[config.mk]
export PLATFORM = sky130hd
export DESIGN_NAME = trap_ctrl
export DESIGN_NICKNAME = d
export VERILOG_FILES = /design/src/rtl/trap_pkg.sv /design/src/rtl/trap_target.sv /design/src/rtl/trap_nmi_stack.sv /design/src/rtl/trap_csr_state.sv /design/src/rtl/trap_ctrl.sv
export SDC_FILE = /design/constraint.sdc
export NUM_CORES = 1
export LEC_CHECK = 0
export BUFFER_PORTS_ARGS = -buffer_cell sky130_fd_sc_hd__buf_2
export CAP_MARGIN = 10
export CELL_PAD_IN_SITES_DETAIL_PLACEMENT = 2
export CELL_PAD_IN_SITES_GLOBAL_PLACEMENT = 2
export CORE_ASPECT_RATIO = 0.7
export CORE_MARGIN = 2
export CORE_UTILIZATION = 30
export CTS_BUF_LIST = sky130_fd_sc_hd__clkbuf_16
export CTS_CLUSTER_SIZE = 12
export DETAILED_ROUTE_END_ITERATION = 6
export GPL_TIMING_DRIVEN = 0
export PLACE_DENSITY_LB_ADDON = 0.1
export SLEW_MARGIN = 30
export SYNTH_ARGS = -nofsm -noshare
export SYNTH_HDL_FRONTEND = slang
export SYNTH_SLANG_ARGS = --single-unit
export TNS_END_PERCENT = 50
[constraint.sdc]
create_clock -name clk_i -period 2.34 [get_ports clk_i]
set_clock_uncertainty 0.15 [all_clocks]
set_input_delay 0.234 -clock clk_i [delete_from_list [all_inputs] [get_ports clk_i]]
set_output_delay 0.234 -clock clk_i [all_outputs]
set_load 0.01 [all_outputs]
[src/rtl/trap_pkg.sv]
// Package: shared types for the trap controller.
// Assumes privilege is encoded in two bits, machine = 2'b11, user = 2'b00.
package trap_pkg;

    typedef enum logic [1:0] {
        PRIV_U = 2'b00,
        PRIV_M = 2'b11
    } priv_e;

    typedef struct packed {
        logic  ie;
        logic  pie;
        priv_e pp;
    } status_t;

endpackage

[src/rtl/trap_target.sv]
// Module: trap_target
// Works out the redirect target and the cause word for a trap request.
// Assumes the trap base is aligned so that base + 4*ID causes no carry problems.
module trap_target #(
    parameter int XLEN   = 32,
    parameter int CODE_W = 5
) (
    input  logic [XLEN-1:0]   tbase_i,
    input  logic              irq_i,
    input  logic [CODE_W-1:0] code_i,
    output logic [XLEN-1:0]   target_o,
    output logic [XLEN-1:0]   cause_o
);
    localparam int PAD_W = XLEN - 1 - CODE_W;

    // Vector offset for interrupts, base alone for exceptions.
    always_comb begin
        if (irq_i) begin
            target_o = tbase_i + (XLEN'(code_i) << 2);
        end else begin
            target_o = tbase_i;
        end
    end

    // Cause word: interrupt flag on top, code at the bottom.
    always_comb begin
        cause_o = {irq_i, {PAD_W{1'b0}}, code_i};
    end

endmodule

[src/rtl/trap_nmi_stack.sv]
// Module: trap_nmi_stack
// One-deep hidden backup of the trap state, filled on non-maskable entry.
// Assumes push and pop are never requested in the same cycle.
module trap_nmi_stack #(
    parameter int XLEN = 32
) (
    input  logic              clk_i,
    input  logic              rst_ni,
    input  logic              push_i,
    input  logic              pop_i,
    input  trap_pkg::priv_e   pp_i,
    input  logic              pie_i,
    input  logic [XLEN-1:0]   epc_i,
    input  logic [XLEN-1:0]   cause_i,
    output trap_pkg::priv_e   pp_o,
    output logic              pie_o,
    output logic [XLEN-1:0]   epc_o,
    output logic [XLEN-1:0]   cause_o,
    output logic              active_o
);
    import trap_pkg::*;

    priv_e            pp_q;
    logic             pie_q;
    logic [XLEN-1:0]  epc_q;
    logic [XLEN-1:0]  cause_q;
    logic             active_q;

    // Capture live state on push.
    always_ff @(posedge clk_i) begin
        if (!rst_ni) begin
            pp_q    <= PRIV_M;
            pie_q   <= 1'b0;
            epc_q   <= '0;
            cause_q <= '0;
        end else if (push_i) begin
            pp_q    <= pp_i;
            pie_q   <= pie_i;
            epc_q   <= epc_i;
            cause_q <= cause_i;
        end
    end

    // Track whether a non-maskable handler is running.
    always_ff @(posedge clk_i) begin
        if (!rst_ni) begin
            active_q <= 1'b0;
        end else if (push_i) begin
            active_q <= 1'b1;
        end else if (pop_i) begin
            active_q <= 1'b0;
        end
    end

    assign pp_o     = pp_q;
    assign pie_o    = pie_q;
    assign epc_o    = epc_q;
    assign cause_o  = cause_q;
    assign active_o = active_q;

endmodule

[src/rtl/trap_csr_state.sv]
// Module: trap_csr_state
// Holds exception PC, cause, status bits, privilege and trap base.
// Assumes entry and return are already prioritised (never both set).
module trap_csr_state #(
    parameter int XLEN       = 32,
    parameter int ALIGN_BITS = 8
) (
    input  logic              clk_i,
    input  logic              rst_ni,
    input  logic [XLEN-1:0]   boot_addr_i,
    input  logic              entry_i,
    input  logic              ret_i,
    input  logic              restore_i,
    input  logic [XLEN-1:0]   pc_i,
    input  logic [XLEN-1:0]   cause_i,
    input  logic              base_we_i,
    input  logic [XLEN-1:0]   base_wdata_i,
    input  trap_pkg::priv_e   bk_pp_i,
    input  logic              bk_pie_i,
    input  logic [XLEN-1:0]   bk_epc_i,
    input  logic [XLEN-1:0]   bk_cause_i,
    output trap_pkg::status_t status_o,
    output trap_pkg::priv_e   priv_o,
    output logic [XLEN-1:0]   epc_o,
    output logic [XLEN-1:0]   cause_o,
    output logic [XLEN-1:0]   tbase_o
);
    import trap_pkg::*;

    localparam int HI_W = XLEN - ALIGN_BITS;

    status_t          status_q;
    priv_e            priv_q;
    logic [XLEN-1:0]  epc_q;
    logic [XLEN-1:0]  cause_q;
    logic [XLEN-1:0]  tbase_q;

    // Trap base: boot value at reset, aligned software write afterwards.
    always_ff @(posedge clk_i) begin
        if (!rst_ni) begin
            tbase_q <= {boot_addr_i[XLEN-1:ALIGN_BITS], {ALIGN_BITS{1'b0}}};
        end else if (base_we_i) begin
            tbase_q <= {base_wdata_i[XLEN-1:ALIGN_BITS], {ALIGN_BITS{1'b0}}};
        end
    end

    // Status, privilege, exception PC and cause on entry and return.
    always_ff @(posedge clk_i) begin
        if (!rst_ni) begin
            status_q <= '{ie: 1'b0, pie: 1'b0, pp: PRIV_M};
            priv_q   <= PRIV_M;
            epc_q    <= '0;
            cause_q  <= '0;
        end else if (entry_i) begin
            epc_q        <= pc_i;
            cause_q      <= cause_i;
            status_q.ie  <= 1'b0;
            status_q.pie <= status_q.ie;
            status_q.pp  <= priv_q;
            priv_q       <= PRIV_M;
        end else if (ret_i) begin
            priv_q      <= status_q.pp;
            status_q.ie <= status_q.pie;
            if (restore_i) begin
                status_q.pie <= bk_pie_i;
                status_q.pp  <= bk_pp_i;
                epc_q        <= bk_epc_i;
                cause_q      <= bk_cause_i;
            end else begin
                status_q.pie <= 1'b1;
                status_q.pp  <= PRIV_U;
            end
        end
    end

    assign status_o = status_q;
    assign priv_o   = priv_q;
    assign epc_o    = epc_q;
    assign cause_o  = cause_q;
    assign tbase_o  = tbase_q;

    logic unused_hi;
    assign unused_hi = |HI_W;

endmodule

[src/rtl/trap_ctrl.sv]
// Module: trap_ctrl (top)
// Machine trap entry/return controller with a hidden non-maskable backup.
// Assumes requests are single-cycle pulses and the boot address low byte is zero.
module trap_ctrl #(
    parameter int XLEN         = 32,
    parameter int CODE_W       = 5,
    parameter int ALIGN_BITS   = 8,
    parameter int BOOT_OFFSET  = 'h80,
    parameter bit NMI_STACK_EN = 1'b1
) (
    input  logic              clk_i,
    input  logic              rst_ni,
    input  logic [XLEN-1:0]   boot_addr_i,
    input  logic              trap_req_i,
    input  logic              trap_irq_i,
    input  logic [CODE_W-1:0] trap_code_i,
    input  logic [XLEN-1:0]   trap_pc_i,
    input  logic              ret_req_i,
    input  logic              base_we_i,
    input  logic [XLEN-1:0]   base_wdata_i,
    output logic              fetch_valid_o,
    output logic [XLEN-1:0]   fetch_pc_o,
    output logic [1:0]        priv_o,
    output logic              ie_o,
    output logic              pie_o,
    output logic [1:0]        ppriv_o,
    output logic [XLEN-1:0]   epc_o,
    output logic [XLEN-1:0]   cause_o,
    output logic [XLEN-1:0]   tbase_o,
    output logic              nmi_active_o
);
    import trap_pkg::*;

    localparam logic [CODE_W-1:0]     NMI_ID   = {CODE_W{1'b1}};
    localparam logic [ALIGN_BITS-1:0] BOOT_LOW = ALIGN_BITS'(BOOT_OFFSET);

    logic             take_trap, take_nmi, take_ret, nmi_ret, nmi_active;
    logic [XLEN-1:0]  target, new_cause, next_pc;
    status_t          status;
    priv_e            priv;
    logic [XLEN-1:0]  epc, cause, tbase;
    priv_e            bk_pp;
    logic             bk_pie;
    logic [XLEN-1:0]  bk_epc, bk_cause;
    logic             fetch_valid_q;
    logic [XLEN-1:0]  fetch_pc_q;

    // Request arbitration: interrupts blocked in the non-maskable handler, trap beats return.
    always_comb begin
        take_trap = trap_req_i && !(trap_irq_i && nmi_active);
        take_nmi  = take_trap && trap_irq_i && (trap_code_i == NMI_ID);
        take_ret  = ret_req_i && !take_trap;
        nmi_ret   = take_ret && nmi_active;
        next_pc   = take_trap ? target : epc;
    end

    trap_target #(
        .XLEN   (XLEN),
        .CODE_W (CODE_W)
    ) i_target (
        .tbase_i  (tbase),
        .irq_i    (trap_irq_i),
        .code_i   (trap_code_i),
        .target_o (target),
        .cause_o  (new_cause)
    );

    trap_csr_state #(
        .XLEN       (XLEN),
        .ALIGN_BITS (ALIGN_BITS)
    ) i_state (
        .clk_i        (clk_i),
        .rst_ni       (rst_ni),
        .boot_addr_i  (boot_addr_i),
        .entry_i      (take_trap),
        .ret_i        (take_ret),
        .restore_i    (nmi_ret),
        .pc_i         (trap_pc_i),
        .cause_i      (new_cause),
        .base_we_i    (base_we_i),
        .base_wdata_i (base_wdata_i),
        .bk_pp_i      (bk_pp),
        .bk_pie_i     (bk_pie),
        .bk_epc_i     (bk_epc),
        .bk_cause_i   (bk_cause),
        .status_o     (status),
        .priv_o       (priv),
        .epc_o        (epc),
        .cause_o      (cause),
        .tbase_o      (tbase)
    );

    if (NMI_STACK_EN) begin : g_stack
        trap_nmi_stack #(
            .XLEN (XLEN)
        ) i_stack (
            .clk_i    (clk_i),
            .rst_ni   (rst_ni),
            .push_i   (take_nmi),
            .pop_i    (nmi_ret),
            .pp_i     (status.pp),
            .pie_i    (status.pie),
            .epc_i    (epc),
            .cause_i  (cause),
            .pp_o     (bk_pp),
            .pie_o    (bk_pie),
            .epc_o    (bk_epc),
            .cause_o  (bk_cause),
            .active_o (nmi_active)
        );
    end else begin : g_no_stack
        assign bk_pp      = PRIV_U;
        assign bk_pie     = 1'b0;
        assign bk_epc     = '0;
        assign bk_cause   = '0;
        assign nmi_active = 1'b0;
    end

    // Fetch redirect register: boot address at reset, then one pulse per accepted request.
    always_ff @(posedge clk_i) begin
        if (!rst_ni) begin
            fetch_valid_q <= 1'b1;
            fetch_pc_q    <= {boot_addr_i[XLEN-1:ALIGN_BITS], BOOT_LOW};
        end else begin
            fetch_valid_q <= take_trap || take_ret;
            if (take_trap || take_ret) begin
                fetch_pc_q <= next_pc;
            end
        end
    end

    assign fetch_valid_o = fetch_valid_q;
    assign fetch_pc_o    = fetch_pc_q;
    assign priv_o        = priv;
    assign ie_o          = status.ie;
    assign pie_o         = status.pie;
    assign ppriv_o       = status.pp;
    assign epc_o         = epc;
    assign cause_o       = cause;
    assign tbase_o       = tbase;
    assign nmi_active_o  = nmi_active;

endmodule

==> impl_metrics.py <==
metrics = {
    "route": {
        "wirelength_um": 37100,
        "ant_nets": 0,
        "drcViolationCount": 0,
        "drt_iter0_drc": 448,
        "drt-pass1-iter-count": 4,
        "post_drt_wl_per_cell_um": 22.5,
        "detailed_route_via_count": 8435,
        "viasPerCell": 5.11,
    },
    "clocking": {
        "number_of_buffers_inserted_during_clock_tree_synthesis": 17,
        "clkSinkCount": 195,
        "level_count_of_the_clock_h_tree": 4,
        "cts_tree": "done",
        "post-cts-setup-buffers": 0,
        "clk-insertion-delay-late_ps": 460,
        "cts.root.buffer_cell": "clkbuf_16",
        "clkTransAtPathRegs_ps": 70,
        "ctsLongestPathBuffers": 2,
    },
    "sta": {
        "worst_max_slew_pin_slew_ps": 844,
        "finalSetupViolations": 0,
        "relSlewSlack": 0.437,
        "fin_crit_sh": 0.953,
        "timing.final.crit_period_ps": 2230,
        "timing_hold_violations_final": 0,
        "setup_repair_after_global_routing_missed_its_margin": "true",
        "final_max_slew_viol_count": 0,
        "max_clock_freq_ghz": 0.448,
        "final.setup.worst_slack_ps": 109,
    },
    "cells_and_area": {
        "final_layout_size_suffix_gt1_frac": 0.270,
        "fin_nets": 1359,
        "antenna-diode-count": 0,
        "area_growth_pct": 35.7,
        "design_area_um2": 12300,
        "nFillCells": 3252,
        "finalNonFillerCells": 1650,
    },
    "grt": {
        "antenna_found_initial": 1,
        "grt_pass1_wl_um": 56000,
        "number_of_global_route_vias_before_repair": 9110,
        "grt-busiest-layer": "met2",
        "gr-total-overflow": 0,
        "grtUsageTotal": 0.238,
        "grt.met3_usage": 0.0596,
        "groute.layer.met1.usage": 0.335,
        "grt_max_degree": 27,
        "grt_util_met2": 0.373,
    },
    "worst_setup_path": {
        "worstSetupPathType": "in2reg",
        "cp-end-kind": "register",
        "critPathLaunchType": "input pin",
        "data_required_time_of_the_worst_path_ps": 2490,
        "path_max_fanout": 10,
        "critical_path_arrival_ps": 2380,
    },
    "outcome": {
        "outcome": "finished, final reports clean",
    },
    "synthesis": {
        "synth_most_common_cell": "nand2_1",
        "ys_top_cells_by_area": "dfxtp_1 (33%), edfxtp_1 (16%), mux2i_1 (12%)",
        "per_instance_average_area_after_synthesis_um2": 9.93,
        "synth.lib_cells_used.distinct": 39,
        "synth_top_area_frac": 0.325,
        "yosysWarningCount": 0,
        "async_flop_share": 0,
        "share_of_synthesized_area_occupied_by_flip_flops_and_latches": 0.485,
        "post_synth_instance_area_um2": 9040,
        "postSynthCellCount": 911,
        "synth_area_leader_cell": "dfxtp_1",
        "synth_enable_flop_cells": 48,
        "synth-main-ff-cell": "dfxtp_1",
        "synth.top_cells.by_count": "nand2_1 (160), dfxtp_1 (147), mux2i_1 (108), clkbuf_1 (50), edfxtp_1 (48)",
        "ys_ff_latch": 195,
    },
    "power": {
        "power_density_nw_per_um2": 671,
        "vdd.ir_drop.worst_mv": 0.474,
        "power_leakage_uw": 0.00508,
    },
    "place": {
        "place_hpwl_um": 26300,
        "dp_cells": 1519,
        "detailed_place.area_um2": 10600,
        "worst_slack_after_detailed_placement_ps": -301,
        "numPortBuffers": 216,
        "routabilityCongestion": 0.753,
    },
    "job": {
        "max_cap_violations": 0,
    },
    "die": {
        "die_area_um2": 31600,
        "initial_utilization": 0.303,
        "fp-row-count": 53,
        "floorplan.core_area_um2": 29800,
        "die_width_um": 212,
        "die_h_um": 149,
        "boundaryPins": 243,
    },
    "hold_path": {
        "hold_crit_path_type": "in2reg",
    },
}
stage by stage:
step / util / setup TNS (ps) / total power (uW) / hold WS, ps
2_1_floorplan: - / 0 / 4370 / 264
3_3_place_gp: 0.356 / -21380 / 4870 / 289
3_5_place_dp: 0.356 / -3800 / 4890 / 296
5_1_grt: 0.411 / -2.92 / 8540 / 28.0
6_report: 0.411 / 0 / 8240 / 16.4
4_1_cts: 0.411 / 0 / 8310 / 8.00
sequential cells by signal, summed over array words and instances, names as in the netlist:
name and cells:
fetch_pc_o 32, fetch_valid_o 1, g_stack.i_stack.active_o 1, g_stack.i_stack.cause_o 32, g_stack.i_stack.epc_o 32, g_stack.i_stack.pie_o 1, g_stack.i_stack.pp_o 2, i_state.cause_o 32
i_state.epc_o 32, i_state.priv_o 2, i_state.status_o 4, i_state.tbase_o 24
layout by cell type, fill, tap and decap left out, drive strengths merged, types with 26 or more instances in the layout:
cell and n:
and2 38, and3 38, buf 257, clkbuf 68
dfxtp 147, dlygate4sd3 99, edfxtp 48, inv 45
mux2i 108, nand2 160, nor2 29, o221a 26
o31a 39, o32ai 37
cell families after synthesis:
group | count (synthesis) | synth area share
and+or+nand+nor | 300 | 0.154
buffers and inverters | 132 | 0.0679
AOI/OAI and AO/OA | 151 | 0.144
DFF | 195 | 0.485
other | 1 | 0.000415
muxes | 132 | 0.149
critical path: stages:
cell and delay (ps):
buf_2 130, buf_2 290, buf_2 340, buf_1 680
nand3_1 410, a31oi_1 280
what timing repair did:
item                                    4_1_cts  5_1_grt
endpoints found under the setup margin        7        2
hold endpoints to repair                     79        0
hold buffers                                 99        0
gates resized for setup                       1        2
worst paths after layout:
path                            slack, ps  depth (start not counted)                        end                       from
worst min-delay path                   20                          3             fetch_pc_o[20]            boot_addr_i[20]
worst min register to register        310                          2  g_stack.i_stack.epc_o[15]  g_stack.i_stack.epc_o[15]
worst max register to register        150                          6          i_state.epc_o[11]   g_stack.i_stack.active_o
worst max-delay path                  110                          6              fetch_pc_o[9]                  ret_req_i
area by class of cell:
| type | count | area (um2) | area share |
|---|---|---|---|
| Sequential cell | 195 | 4380 | 0.357 |
| Multi-Input combinational cell | 591 | 4090 | 0.333 |
| Timing Repair Buffer | 315 | 2070 | 0.169 |
| Tap cell | 385 | 482 | 0.0392 |
| Buffer | 91 | 462 | 0.0376 |
| Clock buffer | 18 | 450 | 0.0367 |
| Clock inverter | 14 | 181 | 0.0148 |
| Inverter | 41 | 154 | 0.0125 |
routing by layer:
metal / vias up / part of all wire
met5: - / 0.00035
met4: 2 / 0.0078
met3: 24 / 0.056
met2: 193 / 0.45
met1: 4285 / 0.49
li1: 3931 / -
power breakdown:
group	total, uW	switching, uW	internal [uW]	leakage [uW]
Combinational	1200	661	536	0.00308
Clock	3260	1410	1850	0.000317
Sequential	3780	148	3630	0.00169
Power figures use the tool's default switching activity.
